File: config.mk
export PLATFORM = sky130hd
export DESIGN_NAME = sccreg_front
export DESIGN_NICKNAME = d
export VERILOG_FILES = /design/src/rtl/sccreg_pkg.sv /design/src/rtl/sccreg_ptr.sv /design/src/rtl/sccreg_chan.sv /design/src/rtl/sccreg_front.sv
export SDC_FILE = /design/constraint.sdc
export NUM_CORES = 1
export LEC_CHECK = 0
export ABC_AREA = 1
export BUFFER_PORTS_ARGS = -buffer_cell sky130_fd_sc_hd__buf_2
export CORE_MARGIN = 1
export CORE_UTILIZATION = 50
export DETAILED_ROUTE_END_ITERATION = 10
export MAX_ROUTING_LAYER = met4
export PLACE_DENSITY = 0.8
export SYNTH_ARGS = -nofsm -noshare
export SYNTH_HDL_FRONTEND = slang
export SYNTH_SLANG_ARGS = --single-unit
export TNS_END_PERCENT = 1
File: constraint.sdc
create_clock -name clk -period 1.5 [get_ports clk]
set_input_delay 0.075 -clock clk [delete_from_list [all_inputs] [get_ports clk]]
set_output_delay 0.075 -clock clk [all_outputs]
set_load 0.1 [all_outputs]
File: src/rtl/sccreg_pkg.sv
package sccreg_pkg;

    localparam int unsigned BYTE_W = 8;
    localparam int unsigned PTR_W  = 4;
    localparam int unsigned LEN_W  = 4;
    localparam int unsigned NCH    = 2;

    typedef logic [BYTE_W-1:0] byte_t;
    typedef logic [PTR_W-1:0]  ptr_t;

    localparam ptr_t REG_CMD   = 4'd0;
    localparam ptr_t REG_IEN   = 4'd1;
    localparam ptr_t REG_VEC   = 4'd2;
    localparam ptr_t REG_RXM   = 4'd3;
    localparam ptr_t REG_TXM   = 4'd5;
    localparam ptr_t REG_MST   = 4'd9;
    localparam ptr_t REG_TCLO  = 4'd12;
    localparam ptr_t REG_TCHI  = 4'd13;
    localparam ptr_t REG_XSTAT = 4'd15;

    localparam logic [2:0] OP_PTR_HI  = 3'd1;
    localparam logic [2:0] OP_EXT_CLR = 3'd2;

    function automatic logic [LEN_W-1:0] len_decode(input logic [1:0] code);
        case (code)
            2'b00:   len_decode = LEN_W'(5);
            2'b01:   len_decode = LEN_W'(7);
            2'b10:   len_decode = LEN_W'(6);
            default: len_decode = LEN_W'(8);
        endcase
    endfunction

endpackage

File: src/rtl/sccreg_ptr.sv
module sccreg_ptr
    import sccreg_pkg::*;
(
    input  logic  clk,
    input  logic  rst_n,
    input  logic  ctl_wr,
    input  logic  ctl_rd,
    input  byte_t wdata,
    output ptr_t  ptr
);

    typedef struct packed {
        ptr_t sel;
    } ptr_state_t;

    ptr_state_t q, d;

    always_comb begin
        d = q;
        if (ctl_wr) begin
            if (q.sel == REG_CMD) begin
                d.sel = {wdata[5:3] == OP_PTR_HI, wdata[2:0]};
            end else begin
                d.sel = REG_CMD;
            end
        end else if (ctl_rd) begin
            d.sel = REG_CMD;
        end
    end

    always_ff @(posedge clk) begin
        if (!rst_n) q <= '0;
        else        q <= d;
    end

    assign ptr = q.sel;


    ptr_rd_zero_chk: assert property (@(posedge clk) disable iff (!rst_n)
        (ctl_rd && !ctl_wr) |=> (ptr == REG_CMD));


    ptr_load_chk: assert property (@(posedge clk) disable iff (!rst_n)
        (ctl_wr && ptr == REG_CMD) |=> (ptr[2:0] == $past(wdata[2:0])));


    ptr_high_chk: assert property (@(posedge clk) disable iff (!rst_n)
        (ctl_wr && ptr == REG_CMD && wdata[5:3] == OP_PTR_HI) |=> ptr[3]);

endmodule

File: src/rtl/sccreg_chan.sv
module sccreg_chan
    import sccreg_pkg::*;
#(
    parameter int unsigned EXT_EN_BIT = 0
) (
    input  logic             clk,
    input  logic             rst_n,
    input  logic             ctl_wr,
    input  logic             data_wr,
    input  ptr_t             ptr,
    input  byte_t            wdata,
    input  logic             carrier,
    output byte_t            data_byte,
    output byte_t            tc_lo,
    output byte_t            tc_hi,
    output byte_t            xstat,
    output logic             pend,
    output logic             ext_en,
    output logic [LEN_W-1:0] rx_len,
    output logic [LEN_W-1:0] tx_len,
    output logic             rx_crc_pulse,
    output logic             tx_crc_pulse,
    output logic             eom_pulse
);

    typedef struct packed {
        byte_t      data;
        byte_t      ien;
        byte_t      rxm;
        byte_t      txm;
        byte_t      tclo;
        byte_t      tchi;
        byte_t      xmask;
        byte_t      stat;
        logic       pend;
        logic       car;
        logic [2:0] pulse;
    } chan_state_t;

    chan_state_t q, d;
    logic evt;
    logic clr;

    always_comb begin
        d       = q;
        d.pulse = '0;
        d.car   = carrier;
        evt     = (carrier != q.car);
        clr     = 1'b0;
        if (data_wr) d.data = wdata;
        if (ctl_wr) begin
            case (ptr)
                REG_CMD: begin
                    case (wdata[7:6])
                        2'd1:    d.pulse[0] = 1'b1;
                        2'd2:    d.pulse[1] = 1'b1;
                        2'd3:    d.pulse[2] = 1'b1;
                        default: ;
                    endcase
                    clr = (wdata[5:3] == OP_EXT_CLR);
                end
                REG_IEN:   d.ien   = wdata;
                REG_RXM:   d.rxm   = wdata;
                REG_TXM:   d.txm   = wdata;
                REG_TCLO:  d.tclo  = wdata;
                REG_TCHI:  d.tchi  = wdata;
                REG_XSTAT: d.xmask = wdata;
                default: ;
            endcase
        end
        if (clr) begin
            d.pend = 1'b0;
            d.stat = '0;
        end
        if (evt && (!q.pend || clr)) begin
            d.pend = 1'b1;
            d.stat = {4'b0, carrier, 3'b0};
        end
    end

    always_ff @(posedge clk) begin
        if (!rst_n) q <= '0;
        else        q <= d;
    end

    assign data_byte    = q.data;
    assign tc_lo        = q.tclo;
    assign tc_hi        = q.tchi;
    assign xstat        = q.stat;
    assign pend         = q.pend;
    assign ext_en       = q.ien[EXT_EN_BIT];
    assign rx_len       = len_decode(q.rxm[7:6]);
    assign tx_len       = len_decode(q.txm[6:5]);
    assign rx_crc_pulse = q.pulse[0];
    assign tx_crc_pulse = q.pulse[1];
    assign eom_pulse    = q.pulse[2];


    cmd_onehot_chk: assert property (@(posedge clk) disable iff (!rst_n)
        $onehot0({rx_crc_pulse, tx_crc_pulse, eom_pulse}));


    pend_hold_chk: assert property (@(posedge clk) disable iff (!rst_n)
        (pend && !clr) |=> (pend && $stable(xstat)));


    ext_clr_chk: assert property (@(posedge clk) disable iff (!rst_n)
        (clr && !evt) |=> (!pend && xstat == '0));

endmodule

File: src/rtl/sccreg_front.sv
module sccreg_front
    import sccreg_pkg::*;
#(
    parameter int unsigned MIE_BIT    = 3,
    parameter int unsigned EXT_EN_BIT = 0
) (
    input  logic                 clk,
    input  logic                 rst_n,
    input  logic [1:0]           bus_addr,
    input  logic                 bus_rd,
    input  logic                 bus_wr,
    input  logic [BYTE_W-1:0]    bus_wdata,
    output logic [BYTE_W-1:0]    bus_rdata,
    input  logic [NCH-1:0]       carrier,
    output logic                 irq,
    output logic                 irq_chg,
    output logic [NCH*LEN_W-1:0] rx_char_bits,
    output logic [NCH*LEN_W-1:0] tx_char_bits,
    output logic [NCH-1:0]       rx_crc_rst,
    output logic [NCH-1:0]       tx_crc_rst,
    output logic [NCH-1:0]       tx_eom_rst
);

    typedef struct packed {
        byte_t vec;
        byte_t mst;
        logic  irq;
        logic  chg;
    } shared_state_t;

    shared_state_t q, d;

    logic   ctl_wr, ctl_rd, data_wr;
    logic   ch_sel;
    ptr_t   ptr;
    byte_t  ch_data  [NCH];
    byte_t  ch_tclo  [NCH];
    byte_t  ch_tchi  [NCH];
    byte_t  ch_xstat [NCH];
    logic [NCH-1:0] ch_pend;
    logic [NCH-1:0] ch_ext_en;
    logic   irq_src;

    assign ctl_wr  = bus_wr && !bus_addr[1];
    assign ctl_rd  = bus_rd && !bus_addr[1];
    assign data_wr = bus_wr && bus_addr[1];
    assign ch_sel  = bus_addr[0];

    sccreg_ptr u_ptr (
        .clk    (clk),
        .rst_n  (rst_n),
        .ctl_wr (ctl_wr),
        .ctl_rd (ctl_rd),
        .wdata  (bus_wdata),
        .ptr    (ptr)
    );

    for (genvar c = 0; c < NCH; c++) begin : g_ch
        sccreg_chan #(.EXT_EN_BIT(EXT_EN_BIT)) u_ch (
            .clk          (clk),
            .rst_n        (rst_n),
            .ctl_wr       (ctl_wr && (ch_sel == 1'(c))),
            .data_wr      (data_wr && (ch_sel == 1'(c))),
            .ptr          (ptr),
            .wdata        (bus_wdata),
            .carrier      (carrier[c]),
            .data_byte    (ch_data[c]),
            .tc_lo        (ch_tclo[c]),
            .tc_hi        (ch_tchi[c]),
            .xstat        (ch_xstat[c]),
            .pend         (ch_pend[c]),
            .ext_en       (ch_ext_en[c]),
            .rx_len       (rx_char_bits[c*LEN_W +: LEN_W]),
            .tx_len       (tx_char_bits[c*LEN_W +: LEN_W]),
            .rx_crc_pulse (rx_crc_rst[c]),
            .tx_crc_pulse (tx_crc_rst[c]),
            .eom_pulse    (tx_eom_rst[c])
        );
    end

    assign irq_src = q.mst[MIE_BIT] && |(ch_pend & ch_ext_en);

    always_comb begin
        d = q;
        if (ctl_wr && ptr == REG_VEC) d.vec = bus_wdata;
        if (ctl_wr && ptr == REG_MST) d.mst = bus_wdata;
        d.irq = irq_src;
        d.chg = (irq_src != q.irq);
    end

    always_ff @(posedge clk) begin
        if (!rst_n) q <= '0;
        else        q <= d;
    end

    always_comb begin
        bus_rdata = '0;
        if (bus_addr[1]) begin
            bus_rdata = ch_data[ch_sel];
        end else begin
            case (ptr)
                REG_CMD:   bus_rdata = {4'b0, carrier[ch_sel], 3'b0};
                REG_IEN:   bus_rdata = 8'h01;
                REG_VEC:   bus_rdata = q.vec;
                REG_RXM:   bus_rdata = ch_sel ? 8'h00
                                      : {4'b0, ch_pend[0], 2'b0, ch_pend[1]};
                REG_TCLO:  bus_rdata = ch_tclo[ch_sel];
                REG_TCHI:  bus_rdata = ch_tchi[ch_sel];
                REG_XSTAT: bus_rdata = ch_xstat[ch_sel];
                default:   bus_rdata = '0;
            endcase
        end
    end

    assign irq     = q.irq;
    assign irq_chg = q.chg;


    data_keeps_ptr_chk: assert property (@(posedge clk) disable iff (!rst_n)
        ((bus_rd || bus_wr) && bus_addr[1]) |=> $stable(ptr));


    irq_chg_chk: assert property (@(posedge clk) disable iff (!rst_n)
        irq_chg |-> (irq != $past(irq)));


    irq_mie_chk: assert property (@(posedge clk) disable iff (!rst_n)
        !q.mst[MIE_BIT] |=> !irq);


    irq_hold_chk: assert property (@(posedge clk) disable iff (!rst_n)
        !irq_chg |-> $stable(irq));

endmodule

==> After elaboration in Yosys (flattened, before gate mapping) <==
Index checks and enable logic that the tools add are counted.
{ "op_classes": {"order_cmp": 2, "reduce_logical": 38, "mux": 35, "n_bitwise": 3, "eq_ne": 24} }
{ "ops": {"columns": ["operator", "count"], "rows": [
  ["8-bit 2-to-1 mux", 12],
  ["8-bit case mux with 7 select lines", 1],
  ["4-bit case mux with 3 select lines", 4],
  ["2-bit AND reduction", 12],
  ["4-bit 2-to-1 mux", 5],
  ["5-bit 2-to-1 mux", 4],
  ["4-bit == test (second input constant)", 4],
  ["2-bit == test (second input constant)", 6],
  ["1-bit logical AND", 12],
  ["2-bit by 1-bit == test with 1-bit output (second input constant)", 5],
  ["4-bit by 2-bit == test with 1-bit output (second input constant)", 2],
  ["2-bit logical NOT", 4],
  ["1-bit 2-to-1 mux", 8],
  ["2-bit nonzero test", 3],
  ["4-bit by 1-bit == test with 1-bit output (second input constant)", 1],
  ["4-bit by 3-bit == test with 1-bit output (second input constant)", 1],
  ["4-bit logical NOT", 1],
  ["3-bit by 1-bit == test with 1-bit output (second input constant)", 1],
  ["3-bit by 2-bit == test with 1-bit output (second input constant)", 1],
  ["1-bit logical NOT", 3],
  ["3-bit 2-to-1 mux", 1],
  ["1-bit inequality test", 3],
  ["2-bit AND", 1],
  ["2-bit >= comparator (second input constant)", 1],
  ["5 further kinds", 6]
]} }
{ "word_totals": {"reg_bits": 110, "elab_cells": 127, "inputBits": 16} }

==> Longest topological paths before layout <==
Gate-level depths: netlist of run 1.
{ "depth": {"ltp_word": 7, "depth_mapped": 10, "depth_no_buf": 9} }

==> Hierarchy <==
A second synthesis of run 1 with hierarchy kept.
{ "hier_totals": {"hier_cells": 716, "area_unflattened_um2": 4938.5} }
{ "modules_own_cells": {"columns": ["module", "cells_each", "instances", "area_each_um2"], "rows": [
  ["sccreg_chan", 215, 2, 1716.6],
  ["sccreg_front", 257, 1, 1297.5],
  ["sccreg_ptr", 29, 1, 207.7]
]} }

==> Worst setup path after synthesis of run 1 <==
Ideal clock, no wire load.
{ "synth_timing": {"path_type": "register to output", "from": "register g_ch[0].u_ch.q[42] in the netlist's numbering", "to": "output port tx_char_bits[0]", "path_slack_ns": -0.882, "arrival_time_ns": 2.307, "required_ns": 1.425, "path_stages_with_launch": 3, "cell_sequence": "dfxtp_1 > ha_1 > nor2_1"} }
{ "synth_via": {"elab_chain_len": 2, "word_cells_on_any_way": 4, "classes_between": "eq/ne (2); mux (1); reduce/logical (1)"} }
{ "synth_lines": {"columns": ["item", "line", "rtl"], "rows": [
  ["start: declaration", "sccreg_chan.sv:40", "chan_state_t q, d;"],
  ["start signal: assignment", "sccreg_chan.sv:82", "if (!rst_n) q <= '0;"],
  ["start signal: assignment", "sccreg_chan.sv:83", "else q <= d;"],
  ["2-bit == test, or another cell as far along", "sccreg_pkg.sv:25", "case (code)"],
  ["4-bit case mux with 3 select lines *", "sccreg_pkg.sv:25", null],
  ["end: declaration", "sccreg_front.sv:18", "output logic [NCH*LEN_W-1:0] tx_char_bits,"]
]} }
Mark *: on every way between the ends. The rest lies on a longest branch, timed or not.

==> Final worst setup path of run 1 <==
{ "layout_timing": {"from": "register u_ptr.q, in the netlist u_ptr.ptr[3]", "to": "output port bus_rdata[0]"} }
{ "layout_via": {"elab_chain_len": 3, "word_cells_on_any_way": 9, "classes_between": "eq/ne (6); mux (2); reduce/logical (1)"} }
{ "layout_lines": {"columns": ["item", "line", "rtl"], "rows": [
  ["start: declaration", "sccreg_ptr.sv:16", "ptr_state_t q, d;"],
  ["start signal: assignment", "sccreg_ptr.sv:32", "if (!rst_n) q <= '0;"],
  ["start signal: assignment", "sccreg_ptr.sv:33", "else q <= d;"],
  ["4-bit == test, or another cell as far along", null, null],
  ["8-bit case mux with 7 select lines *", "sccreg_front.sv:101", "case (ptr)"],
  ["8-bit 2-to-1 mux *", "sccreg_front.sv:98", "if (bus_addr[1]) begin"],
  ["end: declaration", "sccreg_front.sv:13", "output logic [BYTE_W-1:0] bus_rdata,"]
]} }
Marks and branches as above.

==> out/summary.txt, run 1 <==
Fin. Hold Viols: 0
I/O pin count: 48
Initial Util: 51.6%
Die area: 8330 µm²
PD cells: 923 nW/µm²
Core area: 7730 µm²
Total congestion overflow: 0
Post-DP Area: 4570 µm²
Crit share post-route: 122%
Max-slew headroom: 63.3%
Yosys synthesis warning count: 0
Clock-pin slew of the registers on the worst-case setup and hold paths: 90 ps
Iter 0 DRT Violations: 237
R2R depth: 9
Worst Path Required: 1420 ps
FF/Latch Area: 1720 µm²
WHS Path Cells: 3
Status: complete, but fails checks
Fraction of layout cells with a size suffix above 1: 26.3%
Routed WL per cell: 15.3 µm
N_diodes: 0
Port-buffer cells: 47
Area leader, netlist: dfxtp_1
Max-cap violations: 0
Setup violators final: 17
Worst Path Arrival: 1750 ps
Synth top area share: 42.7%
Hold slack: 21.9 ps
Total Neg Setup Slack: -3730 ps
Post-route ant nets: 0
HP Class: in2reg
Synth cell types: 31
CTS tree: done
Footprint of the multi-input gates: 1980 µm²
Share of the yosys chip area belonging to registers: 42.7%
Unrepaired setup endpoints after global routing: true
Height of the die: 91.3 µm
Peak fanout along the critical path: 4
Die Width: 91.3 µm
Worst Skew: 9.77 ps
CTS Buf Count: 9
Worst setup margin: -323 ps
Pin count of the biggest net entering global routing: 28
Worst setup SP type: flip-flop
Total power: 4.58 mW
Failing checks: setup timing
DRC violation count after routing: 0
Max Slew Vio Count: 0
Gpl congestion: 0.911
Min Tclk post-route: 1820 ps
CTS HTree Levels: 3
CTS root buffer: clkbuf_8
NumNets Final: 621
Clock Latency Late Sink: 370 ps
Top post-synthesis cells by area: dfxtp_1 (43%), a21oi_1 (9.9%), nand2_1 (9.4%), o21ai_0 (7.9%), inv_1 (4.8%)
Post-Synthesis Cell Area: 3980 µm²
Worst-margin pin slew: 544 ps
VDD IR max: 0.000891 V
Detailed placement HPWL: 7290 µm
Initial antenna violation count: 0
Via count: 3888
CTS Sinks: 85
Number of cell rows: 32
Syn_nets: 560
DRT Pass-1 Iters: 5
Fmax: 549 MHz
Lkg Pwr: 2.17 nW
Final Util: 64.2%
Synthesized area per cell: 7.49 µm²
GRT Util Overall: 27.1%
Fin area: 4960 µm²
Total wire length: 10700 µm
WS Path Type: reg2out
Vias in the first global route: 3672
First-pass GRT wire length: 17300 µm
Area Growth Syn to Fin: 24.6%
Syn Inst Count: 532
Critical path endpoint category: output pin
Synthesized flop and latch total: 85
Via density: 5.55
Clock buffer depth: 2
FILL cells: 631
[critical path, stage by stage (launching register included)]
cell and delay (ps):
dfxtp_2 340, buf_6 130, nor2_4 170, buf_6 140, nand3_1 90, nand3_1 90, o21ai_1 60, nand2_1 160
buf_12 190
[final cells by class]
class / instances / share of cell area (%)
Tap cell: 102 / 2.57
Multi-Input combinational cell: 360 / 40.0
Clock inverter: 7 / 1.49
Sequential cell: 85 / 34.6
Timing Repair Buffer: 78 / 14.2
Inverter: 59 / 4.66
Clock buffer: 9 / 2.50
[logic make-up after synthesis]
family | synth area share [%]
AOI/OAI and AO/OA | 24.2
and+or+nand+nor | 19.3
buffers and inverters | 10.0
DFF | 42.7
adders and majority gates | 3.77
[layout by cell type (no fill, tap or decap), types with 9 or more instances in the layout]
master / Yosys / routed
a21oi_1: 79 / 78
buf_12: 0 / 14
buf_2: 6 / 31
buf_4: 6 / 26
clkbuf_8: 0 / 9
dfxtp_1: 85 / 76
inv_1: 51 / 50
nand2_1: 100 / 96
nand3_1: 16 / 15
nor2_1: 35 / 26
nor2_2: 2 / 9
o21ai_0: 63 / 55
o21ai_1: 20 / 27
[sequential cells by signal (all words and copies together) (netlist names), 2 cells and up]
| name | count |
|---|---|
| g_ch.u_ch.data_byte | 16 |
| g_ch.u_ch.eom_pulse | 2 |
| g_ch.u_ch.ext_en | 2 |
| g_ch.u_ch.pend | 2 |
| g_ch.u_ch.q | 10 |
| g_ch.u_ch.rx_crc_pulse | 2 |
| g_ch.u_ch.tc_hi | 16 |
| g_ch.u_ch.tc_lo | 16 |
| g_ch.u_ch.tx_crc_pulse | 2 |
| g_ch.u_ch.xstat | 2 |
| q | 9 |
| u_ptr.ptr | 4 |
[stage by stage]
stage	worst slack [ps]	std cells
after floorplan	-207	532
after global placement	-52.1	677
after detailed placement	-96.5	677
after CTS	-279	698
after global routing	-391	700
final	-323	700
[synth_stat cells]
cell	count
clkinv_1	2
nor3_2	1
buf_2	6
o21ai_2	6
inv_2	5
nand2_2	2
nand4_1	2
nor2_4	3
buf_6	5
nand3_2	1
dfxtp_1	85
a22oi_1	3
inv_6	1
or2_2	1
a21oi_1	79
a22o_1	1
nand3_1	16
inv_1	51
clkbuf_1	10
buf_1	1
nand2_1	100
nor2_8	3
buf_4	6
nand4_2	1
o21ai_0	63
o21ai_1	20
nor2_1	35
ha_1	12
nor2_2	2
nand2_4	1
a21oi_2	8
[repair_timing]
action / in CTS / in global routing
endpoints found under the hold margin: 2 / 0
gates resized for setup: 33 / 19
pin swaps: 10 / 8
setup buffers: 3 / 2
endpoints found under the setup margin: 22 / 29
hold buffers: 2 / 0
cloned: 0 / 0
[path summary, 6_finish.rpt]
| check | end | from | slack, ps |
|---|---|---|---|
| max reg2reg | q[13] | u_ptr.ptr[3] | -160 |
| min reg2reg | g_ch[1].u_ch.data_byte[4] | g_ch[1].u_ch.data_byte[4] | 460 |
| max | bus_rdata[0] | u_ptr.ptr[3] | -320 |
| min | u_ptr.ptr[1] | bus_wdata[1] | 20 |
[per-layer routing]
layer / part of all wire [%] / vias up / GRT usage (%) / wire length, µm
li1: - / 1867 / - / -
met1: 40 / 1804 / 30.3 / 4240
met2: 50 / 175 / 46.0 / 5300
met3: 7.2 / 42 / 6.11 / 771
met4: 3.7 / 0 / 12.4 / 392
met5: 0 / - / - / 0
[power by group]
group / total, mW / switching (mW) / internal [mW]
Sequential: 2.32 / 0.0262 / 2.30
Combinational: 0.603 / 0.410 / 0.193
Clock: 1.66 / 0.880 / 0.775
Total: 4.58 / 1.32 / 3.27
No activity file was read; power rests on OpenSTA's default activity.
==> run 2: changes to the inputs <==
--- a/config.mk
+++ b/config.mk
@@ -11,7 +11,7 @@
 export CORE_UTILIZATION = 50
 export DETAILED_ROUTE_END_ITERATION = 10
 export MAX_ROUTING_LAYER = met4
-export PLACE_DENSITY = 0.8
+export PLACE_DENSITY = 0.7
 export SYNTH_ARGS = -nofsm -noshare
 export SYNTH_HDL_FRONTEND = slang
 export SYNTH_SLANG_ARGS = --single-unit
==> run 2 against run 1 <==
Compared with the run above:
- the flow still finishes with violations (setup timing)
- sequential power barely moved
- die area did not move
- non-clock buffer count rose by 3
- final cell count rose by 0.43%
- fmax rose by 3.0%
- first-iteration DRC count fell by 17%
- highest routed layer unchanged
- critical endpoint is now bus_rdata[3]
- clock power rose by 9.6%
==> out/summary.txt, run 2 (synthesized netlist as in run 1, its figures left out) <==
Total congestion overflow: 0
FF/Latch Area: 1720 µm²
Most frequent cells in the layout: nand2_1 (92), a21oi_1 (78), dfxtp_1 (76)
VDD IR max: 0.000643 V
Peak fanout along the critical path: 6
CTS Sinks: 85
Footprint of the multi-input gates: 2020 µm²
Most used cell, CP: nand2_2
First-pass GRT wire length: 16600 µm
Initial antenna violation count: 0
Setup WS pre-CTS: -7.71 ps
NumNets Final: 624
Vias in the first global route: 3430
Critical-path cell list: nor2_4, buf_6, nand3_4, nor2_2, nor2_1, nand2_1, nand2_2, nand2_2, buf_12
Core area: 7730 µm²
Max stage delay on crit path: 390 ps
Max Slew Vio Count: 0
CTS root buffer: clkbuf_8
Total Neg Setup Slack: -1790 ps
Placed cells: 677
I/O pin count: 48
WHS Path Cells: 3
Port-buffer cells: 47
Die area: 8330 µm²
Fin. Hold Viols: 0
WS Path Type: reg2out
Max-cap violations: 0
Via density: 5.42
Detailed placement HPWL: 6990 µm
Critical path endpoint category: output pin
Max-slew headroom: 58.1%
Worst Skew: 11.9 ps
CTS tree: done
Critical path buffer and inverter count: 2
Status: complete, but fails checks
Iter 0 DRT Violations: 196
PD cells: 941 nW/µm²
N_diodes: 0
Worst path top cell family by delay: simple AND/OR/NAND/NOR gates
Post-route ant nets: 0
Crit share post-route: 118%
Worst-margin pin slew: 622 ps
Reg-to-Reg Start: u_ptr.ptr[2]
Area Growth Syn to Fin: 27.1%
Die Width: 91.3 µm
Gpl congestion: 0.919
CTS HTree Levels: 3
Final Util: 65.5%
Worst setup margin: -269 ps
R2R depth: 7
GRT Util Overall: 26.5%
Routed WL per cell: 14.9 µm
DRT Pass-1 Iters: 5
Failing checks: setup timing
Via count: 3812
Number of cell rows: 32
DRC violation count after routing: 0
Worst hold start: bus_wdata[7]
Fin cells: 703
Most common cell after layout, fill and taps aside: nand2_1
FILL cells: 660
Worst R2R End: g_ch[1].u_ch.tc_hi[4]
Post-DP Area: 4570 µm²
Fmax: 565 MHz
Worst setup SP type: flip-flop
Lkg Pwr: 2.18 nW
Worst Hold Path EP: g_ch[1].u_ch.tx_crc_pulse
CTS Buf Count: 9
Worst path slowest cell: dfxtp_4
Unrepaired setup endpoints after global routing: true
Min Tclk post-route: 1770 ps
Height of the die: 91.3 µm
Worst Path Arrival: 1690 ps
Clock buffer depth: 2
Total wire length: 10500 µm
Fraction of layout cells with a size suffix above 1: 27.8%
Clock-pin slew of the registers on the worst-case setup and hold paths: 80 ps
Worst Path Required: 1420 ps
R2r setup slk: -10 ps
Initial Util: 51.6%
Clock Latency Late Sink: 360 ps
Fin area: 5060 µm²
Setup violators final: 9
Pin count of the biggest net entering global routing: 52
HP Class: in2reg
[run 2: cell count changes in the layout (fill, tap and decap cells not counted), moves of 3 or more]
cell / previous run / this run
nor2_2: 9 / 6
nand2_1: 96 / 92
buf_4: 26 / 29
nand2_2: 5 / 8
[run 2: worst max-delay path by stage]
stage	start	to	slack [ps]	depth (start not counted)
final	u_ptr.ptr[3]	bus_rdata[3]	-270	9
after global routing	u_ptr.ptr[3]	bus_rdata[3]	-350	9
after CTS	u_ptr.ptr[2]	bus_rdata[3]	-220	9
after detailed placement	u_ptr.ptr[2]	bus_rdata[3]	-8	9
after global placement	u_ptr.ptr[2]	g_ch[0].u_ch.tc_lo[2]	40	6
after floorplan	u_ptr.ptr[2]	bus_rdata[3]	-210	8
[run 2: metrics by stage]
stage,hold WS [ps],total power [mW]
after floorplan,168,2.72
after global placement,285,2.93
after detailed placement,293,2.94
after CTS,24.0,4.74
after global routing,44.0,4.92
final,27.2,4.77
[run 2: power breakdown]
part | internal [mW] | total [mW] | switching (mW) | leakage (nW)
clock | 0.980 | 1.82 | 0.838 | 0.112
sequential | 2.29 | 2.32 | 0.0282 | 0.694
combinational | 0.205 | 0.626 | 0.421 | 1.37
total | 3.48 | 4.77 | 1.29 | 2.18
[run 2: layout make-up]
class / instances / share of cell area (%)
multi-input combinational: 360 / 39.8
clock buffer: 10 / 2.72
tap: 102 / 2.52
timing repair buffer: 81 / 14.5
sequential: 85 / 34.0
inverter: 59 / 4.72
clock inverter: 6 / 1.70
[run 2: routing by layer]
layer / vias up / track usage (%) / part of all wire (%)
li1: 1874 / - / -
met2: 128 / 43.1 / 49
met5: - / - / 0
met1: 1777 / 30.5 / 42
met4: 0 / 11.9 / 3.6
met3: 33 / 7.37 / 6.1
[run 2: worst min-delay path, delay by kind of cell]
kind | cells | cell delay (ps)
buf+inv | 1 | 130
simple gates | 2 | 140
[run 2: timing repair]
item,CTS,global route
hold buffers,2,0
hold endpoints to repair,2,0
pin swaps,12,12
gates resized for setup,42,27
endpoints found under the setup margin,27,40
buffers inserted,5,3
